### src/rtl/vbg_pkg.sv
package vbg_pkg;

    typedef enum logic [1:0] {
        STD_525P = 2'd0,
        STD_625P = 2'd1,
        STD_SD525 = 2'd2,
        STD_SD625 = 2'd3
    } vstd_e;

    typedef enum logic [1:0] {
        TM_MASTER  = 2'd0,
        TM_SLAVE0  = 2'd1,
        TM_SLAVE12 = 2'd2,
        TM_SLAVE12B = 2'd3
    } tmode_e;

    typedef struct packed {
        logic vbi_en_hd;
        logic vbi_en_sd;
        logic blk_ctl_en;
        logic cgms_en;
        logic cgms_line;
    } gate_ctl_t;

    localparam int WIN_W = 6;

    function automatic logic [WIN_W-1:0] win_lo(vstd_e s);
        case (s)
            STD_525P:  return 6'd13;
            STD_625P:  return 6'd6;
            STD_SD525: return 6'd10;
            default:   return 6'd7;
        endcase
    endfunction

    function automatic logic [WIN_W-1:0] win_hi(vstd_e s);
        case (s)
            STD_525P:  return 6'd42;
            STD_625P:  return 6'd43;
            STD_SD525: return 6'd20;
            default:   return 6'd22;
        endcase
    endfunction

    function automatic logic std_is_prog(vstd_e s);
        return (s == STD_525P) || (s == STD_625P);
    endfunction

endpackage

### src/rtl/vbg_window.sv
module vbg_window
    import vbg_pkg::*;
#(
    parameter int LINE_W = 11
) (
    input  vstd_e             std_i,
    input  logic [LINE_W-1:0] line_i,
    output logic              in_vbi_o,
    output logic              in_win_o
);
    localparam int PADW = LINE_W - WIN_W;

    logic [LINE_W-1:0] lo_ext;
    logic [LINE_W-1:0] hi_ext;

    always_comb begin
        lo_ext   = {{PADW{1'b0}}, win_lo(std_i)};
        hi_ext   = {{PADW{1'b0}}, win_hi(std_i)};
        in_vbi_o = (line_i <= hi_ext);
        in_win_o = (line_i >= lo_ext) && (line_i <= hi_ext);
    end
endmodule

### src/rtl/vbg_decide.sv
module vbg_decide
    import vbg_pkg::*;
(
    input  vstd_e     std_i,
    input  tmode_e    mode_i,
    input  gate_ctl_t ctl_i,
    input  logic      in_vbi_i,
    input  logic      in_win_i,
    output logic      pass_o
);
    logic vbi_on;
    logic mode_ok;
    logic cgms_ovr;

    always_comb begin
        vbi_on   = std_is_prog(std_i) ? ctl_i.vbi_en_hd : ctl_i.vbi_en_sd;
        mode_ok  = (mode_i == TM_MASTER) || (mode_i == TM_SLAVE0) || ctl_i.blk_ctl_en;
        cgms_ovr = ctl_i.cgms_en && ctl_i.cgms_line && !vbi_on;
        if (!in_vbi_i)
            pass_o = 1'b1;
        else if (cgms_ovr)
            pass_o = 1'b1;
        else
            pass_o = vbi_on && mode_ok && in_win_i;
    end
endmodule

### src/rtl/vbg_fill.sv
module vbg_fill #(
    parameter int DW = 8
) (
    input  logic          clk,
    input  logic          rst,
    input  logic          pass_i,
    input  logic          luma_i,
    input  logic [DW-1:0] data_i,
    output logic [DW-1:0] data_o,
    output logic          luma_o,
    output logic          blank_o
);
    localparam logic [DW-1:0] BLK_Y = DW'(16) << (DW - 8);
    localparam logic [DW-1:0] BLK_C = DW'(128) << (DW - 8);

    always_ff @(posedge clk) begin
        if (rst) begin
            data_o  <= BLK_Y;
            luma_o  <= 1'b1;
            blank_o <= 1'b1;
        end else begin
            luma_o  <= luma_i;
            blank_o <= !pass_i;
            data_o  <= pass_i ? data_i : (luma_i ? BLK_Y : BLK_C);
        end
    end

    AST_PASS_COPY: assert property (@(posedge clk) disable iff (rst)
        pass_i |=> (!blank_o && data_o == $past(data_i)));

    AST_BLANK_LEVEL: assert property (@(posedge clk) disable iff (rst)
        !pass_i |=> (blank_o && data_o == ($past(luma_i) ? BLK_Y : BLK_C)));
endmodule

### src/rtl/vbi_gate.sv
module vbi_gate
    import vbg_pkg::*;
#(
    parameter int DW     = 8,
    parameter int LINE_W = 11
) (
    input  logic              clk,
    input  logic              rst,
    input  logic [1:0]        std_sel,
    input  logic [1:0]        tmode,
    input  logic              vbi_en_hd,
    input  logic              vbi_en_sd,
    input  logic              blk_ctl_en,
    input  logic              cgms_en,
    input  logic              cgms_line,
    input  logic [LINE_W-1:0] line_num,
    input  logic              in_luma,
    input  logic [DW-1:0]     in_data,
    output logic [DW-1:0]     out_data,
    output logic              out_luma,
    output logic              out_blank
);
    vstd_e     std_v;
    tmode_e    mode_v;
    gate_ctl_t ctl;
    logic      in_vbi;
    logic      in_win;
    logic      pass;

    always_comb begin
        std_v  = vstd_e'(std_sel);
        mode_v = tmode_e'(tmode);
        ctl    = '{vbi_en_hd: vbi_en_hd, vbi_en_sd: vbi_en_sd,
                   blk_ctl_en: blk_ctl_en, cgms_en: cgms_en, cgms_line: cgms_line};
    end

    vbg_window #(.LINE_W(LINE_W)) u_win (
        .std_i(std_v), .line_i(line_num), .in_vbi_o(in_vbi), .in_win_o(in_win)
    );

    vbg_decide u_dec (
        .std_i(std_v), .mode_i(mode_v), .ctl_i(ctl),
        .in_vbi_i(in_vbi), .in_win_i(in_win), .pass_o(pass)
    );

    vbg_fill #(.DW(DW)) u_fill (
        .clk(clk), .rst(rst), .pass_i(pass), .luma_i(in_luma), .data_i(in_data),
        .data_o(out_data), .luma_o(out_luma), .blank_o(out_blank)
    );

    logic sel_en;
    logic ovr;
    assign sel_en = std_sel[1] ? vbi_en_sd : vbi_en_hd;
    assign ovr    = cgms_en && cgms_line && !sel_en;

    AST_ACTIVE_PASS: assert property (@(posedge clk) disable iff (rst)
        !in_vbi |=> !out_blank);

    AST_DISABLED_BLANK: assert property (@(posedge clk) disable iff (rst)
        (in_vbi && !sel_en && !ovr) |=> out_blank);

    AST_SLAVE12_NEEDS_CTL: assert property (@(posedge clk) disable iff (rst)
        (in_vbi && tmode[1] && !blk_ctl_en && !ovr) |=> out_blank);

    AST_CGMS_OVERRIDE: assert property (@(posedge clk) disable iff (rst)
        (in_vbi && ovr) |=> !out_blank);
endmodule

### config.mk
export PLATFORM = sky130hd
export DESIGN_NAME = vbi_gate
export DESIGN_NICKNAME = d
export VERILOG_FILES = /design/src/rtl/vbg_pkg.sv /design/src/rtl/vbg_window.sv /design/src/rtl/vbg_decide.sv /design/src/rtl/vbg_fill.sv /design/src/rtl/vbi_gate.sv
export SDC_FILE = /design/constraint.sdc
export NUM_CORES = 1
export LEC_CHECK = 0
export ABC_AREA = 1
export BUFFER_PORTS_ARGS = -buffer_cell sky130_fd_sc_hd__buf_2
export CORE_MARGIN = 4
export CORE_UTILIZATION = 47
export DETAILED_ROUTE_END_ITERATION = 7
export HOLD_SLACK_MARGIN = 0.1
export MAX_ROUTING_LAYER = met4
export PLACE_DENSITY = 0.9
export SETUP_SLACK_MARGIN = 0.05
export SLEW_MARGIN = 20
export SYNTH_ARGS = -nofsm -noshare
export SYNTH_HDL_FRONTEND = slang
export SYNTH_SLANG_ARGS = --single-unit
### constraint.sdc
create_clock -name clk -period 3.25 [get_ports clk]
set_clock_uncertainty 0.2 [all_clocks]
set_input_delay 0.325 -clock clk [delete_from_list [all_inputs] [get_ports clk]]
set_output_delay 0.325 -clock clk [all_outputs]
set_load 0.02 [all_outputs]
Yosys cells after proc, flatten, opt, wreduce, memory -nomap -nowiden
Index checks and enable logic that the tools add are counted.

Magnitude comparators: 2. Equality and inequality tests: 3. Muxes and demuxes: 7. Reduce and logical (&&, ||, !) cells: 12.

Operator list (number): one-hot mux 6 bit (3 select lines) (1); 2-to-1 mux 8 bit (2); one-hot mux 4 bit (3 select lines) (1); greater-or-equal comparator 11 x 4 -> 1 bit (1); less-or-equal comparator 11 x 6 -> 1 bit (1); logical AND 1 bit (5); equality test 2 x 1 -> 1 bit (second input constant) (2); zero test 2 bit (2); logical OR 1 bit (3); 2-to-1 mux 1 bit (3); equality test 2 bit (second input constant) (1); zero test 1 bit (2).

Flip-flop bits (word level): 10. Output and inout port bits: 10. Word-level logic and storage cells: 27.

Depth between registers and ports, before layout
Gate-level depths: netlist of run 1.

Depth after elaboration: 8. Mapped depth: 14.

Modules after synthesis
From an unflattened synthesis of run 1, not the netlist that was laid out.

Cell total of the unflattened synthesis: 115. Area total of the unflattened synthesis: 768.2 um2.

By module, submodules not included: vbg_window (instances 1, cells each 70, area each 425.4 um2, sequential area each 0.0 um2); vbg_fill (instances 1, cells each 33, area each 291.5 um2, sequential area each 200.2 um2); vbg_decide (instances 1, cells each 12, area each 51.3 um2, sequential area each 0.0 um2).

Worst setup path after synthesis of run 1
OpenSTA, ideal clock, no wires.

Path type: in2reg. From: in std_sel[1]. To: reg u_fill.data_o[0]. Setup time: 0.112 ns. Arrival: 1.549 ns. Setup slack: 1.389 ns. Stages: 14. Buffers on the path: 0. Cells stage by stage: inv_1 ha_1 inv_1 ha_1 inv_1 nand2_1 nand2_1 nand2_1 nand2_1 nand2_1 nand2_2 nand3_4 nand2_4 nor2_2.

Longest elaborated chain between the ends: 8. Elaborated cells on any way between the ends: 17. Those cells by class: order compare: 2; eq/ne: 2; mux: 6; reduce/logical: 7.

RTL lines: start: declaration (RTL line vbi_gate.sv:9) `input logic [1:0] std_sel,`; equality test 2 bit, or another cell as far along (RTL line vbg_pkg.sv:28, vbg_pkg.sv:37); one-hot mux 4 bit (3 select lines), or another cell as far along (RTL line vbg_pkg.sv:28) `case (s)`; greater-or-equal comparator 11 x 4 -> 1 bit, or another cell as far along (RTL line vbg_window.sv:20) `in_win_o = (line_i >= lo_ext) && (line_i <= hi_ext);`; logical AND 1 bit, or another cell as far along (RTL line vbg_window.sv:20); logical AND 1 bit (on tied branches) (RTL line vbg_decide.sv:24, vbg_decide.sv:18); 2-to-1 mux 1 bit (RTL line vbg_decide.sv:21) `else if (cgms_ovr)`; 2-to-1 mux 1 bit (*) (RTL line vbg_decide.sv:19) `if (!in_vbi_i)`; 2-to-1 mux 8 bit (*) (RTL line vbg_fill.sv:24) `data_o <= pass_i ? data_i : (luma_i ? BLK_Y : BLK_C);`; end signal: assignment (RTL line vbg_fill.sv:24); end: declaration (RTL line vbg_fill.sv:9) `output logic [DW-1:0] data_o,`.

Mark *: on every way between the ends. The rest lies on a longest branch, timed or not. A chain may end at the register's enable or synchronous reset.

Final worst setup path of run 1
From: in std_sel[1]. To: reg u_fill.data_o[2].

Same word-level chain as after synthesis.

==> results of run 1 <==
[layout by cell type, fill, tap and decap left out]
cell type	n
inv_1	16
nand2_2	2
ha_1	16
nor3_1	1
nor2_2	6
nand3b_1	1
nor3_2	1
dlygate4sd3_1	10
nor3b_1	1
a22oi_2	1
nand3_1	3
nand4_1	2
inv_2	4
clkbuf_8	1
dfxtp_1	10
nor2_1	9
clkbuf_4	3
nand2_4	1
o21ai_1	1
o21bai_1	1
buf_2	39
nand2_1	22
a21oi_1	3
nand3_4	1
[registers in the layout, summed over array words and instances, names as in the netlist]
name	flops
u_fill.luma_o	1
u_fill.blank_o	1
u_fill.data_o	8
[routing by layer]
metal  wire length (um)  global-route usage, %
met1                675                   17.3
met2               1070                   31.3
met3                137                   5.21
met4                  4                   2.76
met5                  0                      -
[cells in the mapped netlist, drive strengths merged]
cell    count
nand4       2
nor3b       1
nand3       4
o21ai       1
nand2      25
nor3        2
dfxtp      10
inv        20
ha         16
a21oi       3
nand3b      1
o21bai      1
nor2       15
a22oi       1
[cell families after synthesis]
logic type                 count (synthesis)
and+or+nand+nor                           50
buffers and inverters                     20
AOI/OAI and AO/OA                          6
adders and majority gates                 16
DFF                                       10
[layout make-up]
cell class              count  area [um2]
multi-input cells          72         493
fillers                   119         404
repair buffers             49         295
flip-flops and latches     10         200
inverters                  20        75.1
clock buffers               4        36.3
well taps                  16        20.0
[power groups by stage]
stage	Combinational, W	Sequential [W]	Clock (W)
after floorplan	0.0000478	0.000143	0
after global placement	0.0000901	0.000133	0
after detailed placement	0.0000949	0.000134	0
after CTS	0.000104	0.000131	0.000110
after global routing	0.000119	0.000132	0.000120
final	0.000105	0.000131	0.000110
[what timing repair did]
action / CTS / global route
hold buffers: 10 / 0
endpoints found under the hold margin: 9 / 0
resized for setup: 0 / 0
setup buffers: 0 / 0
[path summary, 6_finish.rpt]
check,cells after the start,startpoint,end,slack (ps)
worst min-delay path,3,in_luma,u_fill.data_o[4],160
worst max-delay path,15,std_sel[1],u_fill.data_o[2],1330
[per-stage QoR]
| stage | hold slack, ps | cell area [um2] | total power (W) | setup WS [ps] | std cells |
|---|---|---|---|---|---|
| 2_1_floorplan | 217 | 768 | 0.000191 | 1390 | 102 |
| 3_3_place_gp | 330 | 983 | 0.000223 | 1120 | 157 |
| 3_5_place_dp | 332 | 983 | 0.000229 | 1050 | 157 |
| 4_1_cts | 165 | 1120 | 0.000346 | 1320 | 171 |
| 5_1_grt | 187 | 1120 | 0.000370 | 1150 | 171 |
| 6_report | 157 | 1120 | 0.000345 | 1330 | 171 |
[worst min-delay path: stages]
cell	delay, ps
buf_2	90
nand4_1	90
nand3_1	80
==> impl_metrics.tcl, run 1 <==
set metrics [dict create \
    antenna_found_initial 0 \
    core_um2 1520 \
    port_buffers 39 \
    swShare_pct 28.9 \
    synth-compound-area-share_pct 5.21 \
    syn_area_um2 768 \
    required_ps 3210 \
    yosysTopAreaCell "dfxtp_1" \
    cts.sink_count 10 \
    maxSlewViolCount 0 \
    rows 14 \
    clk_pin_slew_ps 70 \
    worstSetupPathType "primary input to flop" \
    grt_pass1_vias 764 \
    synth_mux_area_share_pct 0 \
    cts_root_buf "clkbuf_4" \
    cts_made_buffers 3 \
    yosys.area_share.adder_pct 26.1 \
    startpoint_type "primary input" \
    cts_tree "built" \
    htreeDepth 1 \
    hpwl_um 1480 \
    slew_headroom_pct 86.3 \
    p_comb_share_pct 30.3 \
    power_density_nw_per_um2 308 \
    synth_top_family_by_area "simple AND/OR/NAND/NOR gates" \
    synth-simple-area-share_pct 32.9 \
    rsz0062_at_grt "no" \
    setup_viol 0 \
    ys_seq_area_share_pct 26.1 \
    cpLargestDelayFamily "simple AND/OR/NAND/NOR gates" \
    syn_to_final_growth_pct 45.8 \
    p_clk_share_pct 31.8 \
    synth_warnings 0 \
    drc 0 \
    critPathCaptureType "flop" \
    antenna_cells 0 \
    status "finished, final reports clean" \
    crit_chain "buf_2 > inv_1 > ha_1 > inv_1 > ha_1 > inv_1 > nand2_1 > nand2_1 > nand2_1 > nand2_1 > nand2_1 > nand2_2 > nand3_4 > nand2_4 > nor2_2" \
    grt_max_degree 8 \
    yosysUniqueCellTypes 20 \
    p_sw_w 0.000100 \
    firstDrtPassIters 5 \
    cts_max_path_buffers 2 \
    fp.dieW_um 48.4 \
    internal_power_w 0.000245 \
    pin_count 41 \
    crit_fanout 7 \
    post_route_cells_drive_above_1_share_pct 38.1 \
    die_area_um2 2350 \
    routed_wl_um 1890 \
    start_util_pct 50.4 \
    fin_crit_sh_pct 59.1 \
    fmax_mhz 520 \
    synth_nets 149 \
    vias 796 \
    grt_overflow 0 \
    synth_area_leaders "dfxtp_1, ha_1, nand2_1" \
    grt_pass1_wl_um 3130 \
    wl_per_cell_um 11.0 \
    hold_path_class "primary input to flop" \
    gp_congestion 0.776 \
    synth_xor_area_share_pct 0 \
    power_frac_seq_pct 37.9 \
    final_core_util_pct 73.5 \
    crit_slowest_cell "ha_1" \
    finalSetupTns_ps 0 \
    worst_pin_slew_ps 206 \
    syn_inst 102 \
    avgSynthCellArea_um2 7.53 \
    via_per_inst 4.65 \
    synth_seq_cells 10 \
    cp_num_buf_inv 4 \
    die_height_um 48.4 \
    final-hold-violation-count 0 \
    crit_top_cell "nand2_1" \
    vdd_ir_drop_max_v 0.000168 \
    period_needed_ps 1920 \
    synth.top_cell.area_share_pct 26.1 \
    critPathMaxStageDelay_ps 300 \
    critPathArrivalTime_ps 1880 \
    nets 203 \
    drt_iter0_markers 10 \
    grt_usage_pct 16.9 \
    antenna_left 0 \
    p_leak_nw 0.643 \
    max_cap_violations 0 \
]
No activity file was read; power rests on OpenSTA's default activity.
==> run 2: changes to the inputs <==
--- a/config.mk
+++ b/config.mk
@@ -5,14 +5,14 @@
 export SDC_FILE = /design/constraint.sdc
 export NUM_CORES = 1
 export LEC_CHECK = 0
-export ABC_AREA = 1
+export ABC_AREA = 0
 export BUFFER_PORTS_ARGS = -buffer_cell sky130_fd_sc_hd__buf_2
 export CORE_MARGIN = 4
-export CORE_UTILIZATION = 47
+export CORE_UTILIZATION = 41
 export DETAILED_ROUTE_END_ITERATION = 7
 export HOLD_SLACK_MARGIN = 0.1
 export MAX_ROUTING_LAYER = met4
-export PLACE_DENSITY = 0.9
+export PLACE_DENSITY = 0.84
 export SETUP_SLACK_MARGIN = 0.05
 export SLEW_MARGIN = 20
 export SYNTH_ARGS = -nofsm -noshare
==> constraint.sdc (replaced) <==
create_clock -name clk -period 1.8 [get_ports clk]
set_clock_uncertainty 0.2 [all_clocks]
set_input_delay 0.18 -clock clk [delete_from_list [all_inputs] [get_ports clk]]
set_output_delay 0.18 -clock clk [all_outputs]
set_load 0.02 [all_outputs]
==> run 2 against run 1 <==
  * The run now ends with negative setup slack left
  * Wire length is 7.9% higher
  * Sequential share of layout area is 1.5 points lower
  * Utilization is 6.8 points higher
  * Non-clock buffer count is 10 higher
  * Combinational power is 110% higher
  * Critical path depth is 3 lower
  * Critical path type unchanged
  * Largest power group unchanged
==> impl_metrics.tcl, run 2 <==
set metrics [dict create \
    status "finished with violations" \
    violations "negative setup slack" \
    critPathCaptureType "flop" \
    hpwl_um 1350 \
    die_area_um2 2350 \
    antenna_left 0 \
    final_common_cell "buf_2" \
    synth-async-reset-ratio_pct 0 \
    htreeDepth 1 \
    whs_path_depth 5 \
    grt_max_degree 8 \
    worstSetupPathType "primary input to flop" \
    max_cap_violations 0 \
    vdd_ir_drop_max_v 0.000493 \
    cts_root_buf "clkbuf_4" \
    vias 742 \
    required_ps 1810 \
    cts_made_buffers 3 \
    critPathArrivalTime_ps 1880 \
    hold_path_end "u_fill.data_o[4]" \
    grt_pass1_wl_um 3290 \
    largest_register_ffs 8 \
    synth_edf_count 0 \
    wl_per_cell_um 13.7 \
    grt_overflow 0 \
    maxSlewViolCount 0 \
    post_route_cells_drive_above_1_share_pct 53.4 \
    gp_congestion 0.772 \
    regMostFlops "u_fill.data_o" \
    fin_crit_sh_pct 104 \
    yosysUniqueCellTypes 21 \
    yosysTopAreaCell "dfxtp_1" \
    period_needed_ps 1870 \
    die_height_um 48.5 \
    hold_path_class "primary input to flop" \
    drt_iter0_markers 1 \
    antenna_found_initial 0 \
    cts_tree "built" \
    cts.sink_count 10 \
    ys_seq_area_share_pct 29.8 \
    synth_warnings 0 \
    setup_viol 9 \
    avgSynthCellArea_um2 9.60 \
    syn_inst 70 \
    fmax_mhz 534 \
    yosys-top-cells-count "ha_1, dfxtp_1, inv_1" \
    worst_pin_slew_ps 219 \
    antenna_cells 0 \
    rsz0062_at_grt "yes" \
    port_buffers 39 \
    synth.top_cell.area_share_pct 29.8 \
    cts_max_path_buffers 2 \
    routed_wl_um 2040 \
    yosysMostFrequentCell "ha_1" \
    final_core_util_pct 80.3 \
    worst_slack_ps -72.8 \
    grt_pass1_vias 768 \
    reg_top3 "u_fill.data_o: 8 flops, u_fill.blank_o: 1 flops, u_fill.luma_o: 1 flops" \
    power_density_nw_per_um2 532 \
    rows 14 \
    p_leak_nw 0.625 \
    min-delay-start "cgms_line" \
    slew_headroom_pct 85.2 \
    clk_pin_slew_ps 60 \
    syn_area_um2 672 \
    synth_seq_cells 10 \
    synth_area_leaders "dfxtp_1, ha_1, and2_1" \
    fin_area_um2 1220 \
    final_cell_mix "buf_2, dlygate4sd3_1, ha_1, dfxtp_1, buf_4" \
    start_util_pct 44.1 \
    core_um2 1520 \
    via_per_inst 4.98 \
    place_area_um2 996 \
    drc 0 \
    final-hold-violation-count 0 \
    grt_usage_pct 18.1 \
    finalSetupTns_ps -463 \
    synth_nets 117 \
    syn_to_final_growth_pct 82.1 \
    fp.dieW_um 48.5 \
    synthFlopType "dfxtp_1" \
    whs_ps 210 \
    pin_count 41 \
    startpoint_type "primary input" \
    nets 181 \
    crit_fanout 7 \
    firstDrtPassIters 3 \
]
## run 2: layer usage
layer / share of wire (%) / vias up / track usage (%)
li1: - / 366 / -
met1: 34 / 328 / 15.8
met2: 53 / 38 / 33.3
met3: 8.2 / 10 / 7.06
met4: 4.8 / 0 / 8.07
met5: 0 / - / -
## run 2: stage by stage
| stage | worst slack, ps | cells | total power (W) |
|---|---|---|---|
| 5_1_grt | -186 | 149 | 0.000692 |
| 3_5_place_dp | -437 | 131 | 0.000412 |
| 3_3_place_gp | -400 | 131 | 0.000406 |
| 2_1_floorplan | -119 | 70 | 0.000336 |
| 6_report | -72.8 | 149 | 0.000651 |
| 4_1_cts | -19.7 | 148 | 0.000637 |
## run 2: worst max-delay path by stage
stage	slack, ps	startpoint	cells past startpoint	end
2_1_floorplan	-120	std_sel[1]	10	u_fill.data_o[0]
3_3_place_gp	-400	std_sel[1]	11	u_fill.data_o[2]
3_5_place_dp	-440	std_sel[1]	11	u_fill.data_o[0]
4_1_cts	-20	std_sel[1]	11	u_fill.data_o[6]
5_1_grt	-190	std_sel[1]	12	u_fill.data_o[0]
6_report	-70	std_sel[1]	12	u_fill.data_o[0]
## run 2: layout make-up
cell class / count / area [um2]
multi-input combinational: 51 / 527
timing repair buffer: 59 / 400
fill: 97 / 300
sequential: 10 / 200
inverter: 9 / 40.0
clock buffer: 4 / 36.3
tap: 16 / 20.0
## run 2: cells by family (layout without fill, tap and decap cells)
family / Yosys count / count (layout) / share of synthesized area [%]
compound gates: 13 / 13 / 14.0
buf+inv: 9 / 72 / 5.03
flops: 10 / 10 / 29.8
fa+ha+maj: 16 / 16 / 29.8
simple gates: 19 / 19 / 16.9
mux: 3 / 3 / 4.47
## run 2: timing repair
action	in CTS	in global routing
setup buffers	1	1
endpoints found under the setup margin	9	9
pin swaps	4	6
gates resized for setup	7	7
hold endpoints to repair	10	0
hold buffers	12	0
## run 2: power breakdown
part           internal (W)  leakage (nW)  switching [W]
clock              0.000123        0.0210      0.0000755
combinational      0.000119         0.521      0.0000973
sequential         0.000234        0.0835     0.00000301
## run 2: critical path: stages
cell,delay (ps)
buf_12,90
clkinvlp_4,110
buf_4,150
buf_4,140
ha_1,180
ha_1,180
nor2b_1,110
o21ai_1,60
a21oi_1,150
o22ai_2,120
a21oi_4,230
and2_4,190
==> run 3: changes to the inputs <==
==> constraint.sdc (replaced) <==
create_clock -name clk -period 2.15 [get_ports clk]
set_clock_uncertainty 0.2 [all_clocks]
set_input_delay 0.215 -clock clk [delete_from_list [all_inputs] [get_ports clk]]
set_output_delay 0.215 -clock clk [all_outputs]
set_load 0.02 [all_outputs]
==> run 3 against run 2 <==
  * First-iteration DRC count is 100% higher
  * Cell area is 10% lower
  * Utilization is 8.0 points lower
  * Die area stayed put
  * Critical endpoint is now u_fill.data_o[1]
  * The flow now finishes without violations
  * Via count is 7.5% lower
  * Worst setup slack better by 250 ps
  * Global-route usage is 2.5 points lower
  * Total power is 22% lower
  * Clock-buffer cell count stayed put
  * Sequential cell count stayed put
  * Worst hold slack better by 21 ps
  * Combinational power is 31% lower
==> impl_metrics.tcl, run 3 (same netlist as run 2, synthesis figures left out) <==
set metrics [dict create \
    status "finished, final reports clean" \
    power_density_nw_per_um2 463 \
    cts_made_buffers 3 \
    clk_pin_slew_ps 70 \
    fin_crit_sh_pct 91.9 \
    placed_cells 131 \
    dp_slack_ps -167 \
    place_area_um2 932 \
    critPathArrivalTime_ps 1930 \
    critPathMaxStageDelay_ps 300 \
    final_common_cell "buf_2" \
    antenna_left 0 \
    via_per_inst 4.67 \
    maxSlewViolCount 0 \
    whs_ps 231 \
    crit_chain "buf_2 > inv_2 > ha_2 > inv_1 > ha_1 > nand2b_1 > a211oi_2 > o21ai_1 > a21oi_2 > a21oi_4 > and2_1" \
    hold_path_class "primary input to flop" \
    vias 686 \
    die_height_um 48.5 \
    period_needed_ps 1980 \
    slew_headroom_pct 86.6 \
    port_buffers 39 \
    hpwl_um 1340 \
    final-hold-violation-count 0 \
    setup_viol 0 \
    fp.dieW_um 48.5 \
    startpoint_type "primary input" \
    antenna_cells 0 \
    gp_congestion 0.838 \
    drc 0 \
    p_leak_nw 0.596 \
    min-delay-start "cgms_en" \
    syn_to_final_growth_pct 63.9 \
    cts_max_path_buffers 2 \
    rsz0062_at_grt "no" \
    whs_path_depth 5 \
    reg_top3 "u_fill.data_o: 8 flops, u_fill.blank_o: 1 flops, u_fill.luma_o: 1 flops" \
    routed_wl_um 1640 \
    max_cap_violations 0 \
    hold_path_end "u_fill.data_o[4]" \
    regMostFlops "u_fill.data_o" \
    critPathCaptureType "flop" \
    grt_max_degree 8 \
    start_util_pct 44.1 \
    finalNonFillerCells 147 \
    post_route_cells_drive_above_1_share_pct 46.6 \
    fmax_mhz 506 \
    final_cell_mix "buf_2, ha_1, dlygate4sd3_1, dfxtp_1" \
    drt_iter0_markers 2 \
    crit_slowest_cell "ha_2" \
    cts_root_buf "clkbuf_4" \
    cts_tree "built" \
    die_area_um2 2350 \
    grt_pass1_vias 754 \
    vdd_ir_drop_max_v 0.000177 \
    grt_usage_pct 15.6 \
    nets 179 \
    htreeDepth 1 \
    crit_fanout 7 \
    antenna_found_initial 0 \
    largest_register_ffs 8 \
    crit_start "std_sel[1]" \
    core_um2 1520 \
    worst_pin_slew_ps 195 \
    firstDrtPassIters 2 \
    required_ps 2110 \
    pin_count 41 \
    cpLargestDelayFamily "compound AO/OA/AOI/OAI gates" \
    wl_per_cell_um 11.2 \
    worstSetupPathType "primary input to flop" \
    cp_num_buf_inv 3 \
    fin_area_um2 1100 \
    cts.sink_count 10 \
    grt_overflow 0 \
    grt_pass1_wl_um 2990 \
    rows 14 \
    p_total_w 0.000510 \
    worst_slack_ps 175 \
]
-- run 3: changes by cell type in the layout (fill, tap and decap cells not counted), sizes merged --
cell,delta
inv,+1
dlygate4sd3,-1
clkinvlp,-1
buf,-1
-- run 3: how the worst max path moves through the flow --
stage                                   to  slack [ps]  cells after the start
after floorplan           u_fill.data_o[0]          70                     10
after global placement    u_fill.data_o[2]        -140                     11
after detailed placement  u_fill.data_o[3]        -170                     11
after CTS                 u_fill.data_o[1]         110                     11
after global routing      u_fill.data_o[6]          40                     11
final                     u_fill.data_o[1]         170                     11
-- run 3: cell type report --
type | count | area [um2]
clock buffers | 4 | 36.3
fillers | 109 | 423
inverters | 9 | 33.8
multi-input cells | 51 | 453
flip-flops and latches | 10 | 200
well taps | 16 | 20.0
repair buffers | 57 | 358
-- run 3: metrics by stage --
stage / utilization, % / TNS (ps)
CTS: 70.8 / 0
floorplan: - / 0
finish: 72.2 / 0
global placement: 61.2 / -981
global route: 72.2 / 0
detailed placement: 61.2 / -1180
-- run 3: power by group --
part | leakage [nW] | internal (W) | switching (W) | total (W)
Clock | 0.0210 | 0.000103 | 0.0000618 | 0.000164
Sequential | 0.0835 | 0.000196 | 0.00000214 | 0.000198
Combinational | 0.491 | 0.0000796 | 0.0000684 | 0.000148
-- run 3: timing repair --
item	4_1_cts	5_1_grt
buffers inserted	0	1
endpoints found under the setup margin	0	6
hold buffers	11	0
resized for setup	0	6
hold endpoints to repair	10	0
-- run 3: routing by layer --
metal / share of wire, % / track usage (%) / vias to the layer above
li1: - / - / 362
met1: 39 / 15.4 / 301
met2: 54 / 29.3 / 23
met3: 7.0 / 3.99 / 0
met4: 0 / 4.48 / 0
met5: 0 / - / -
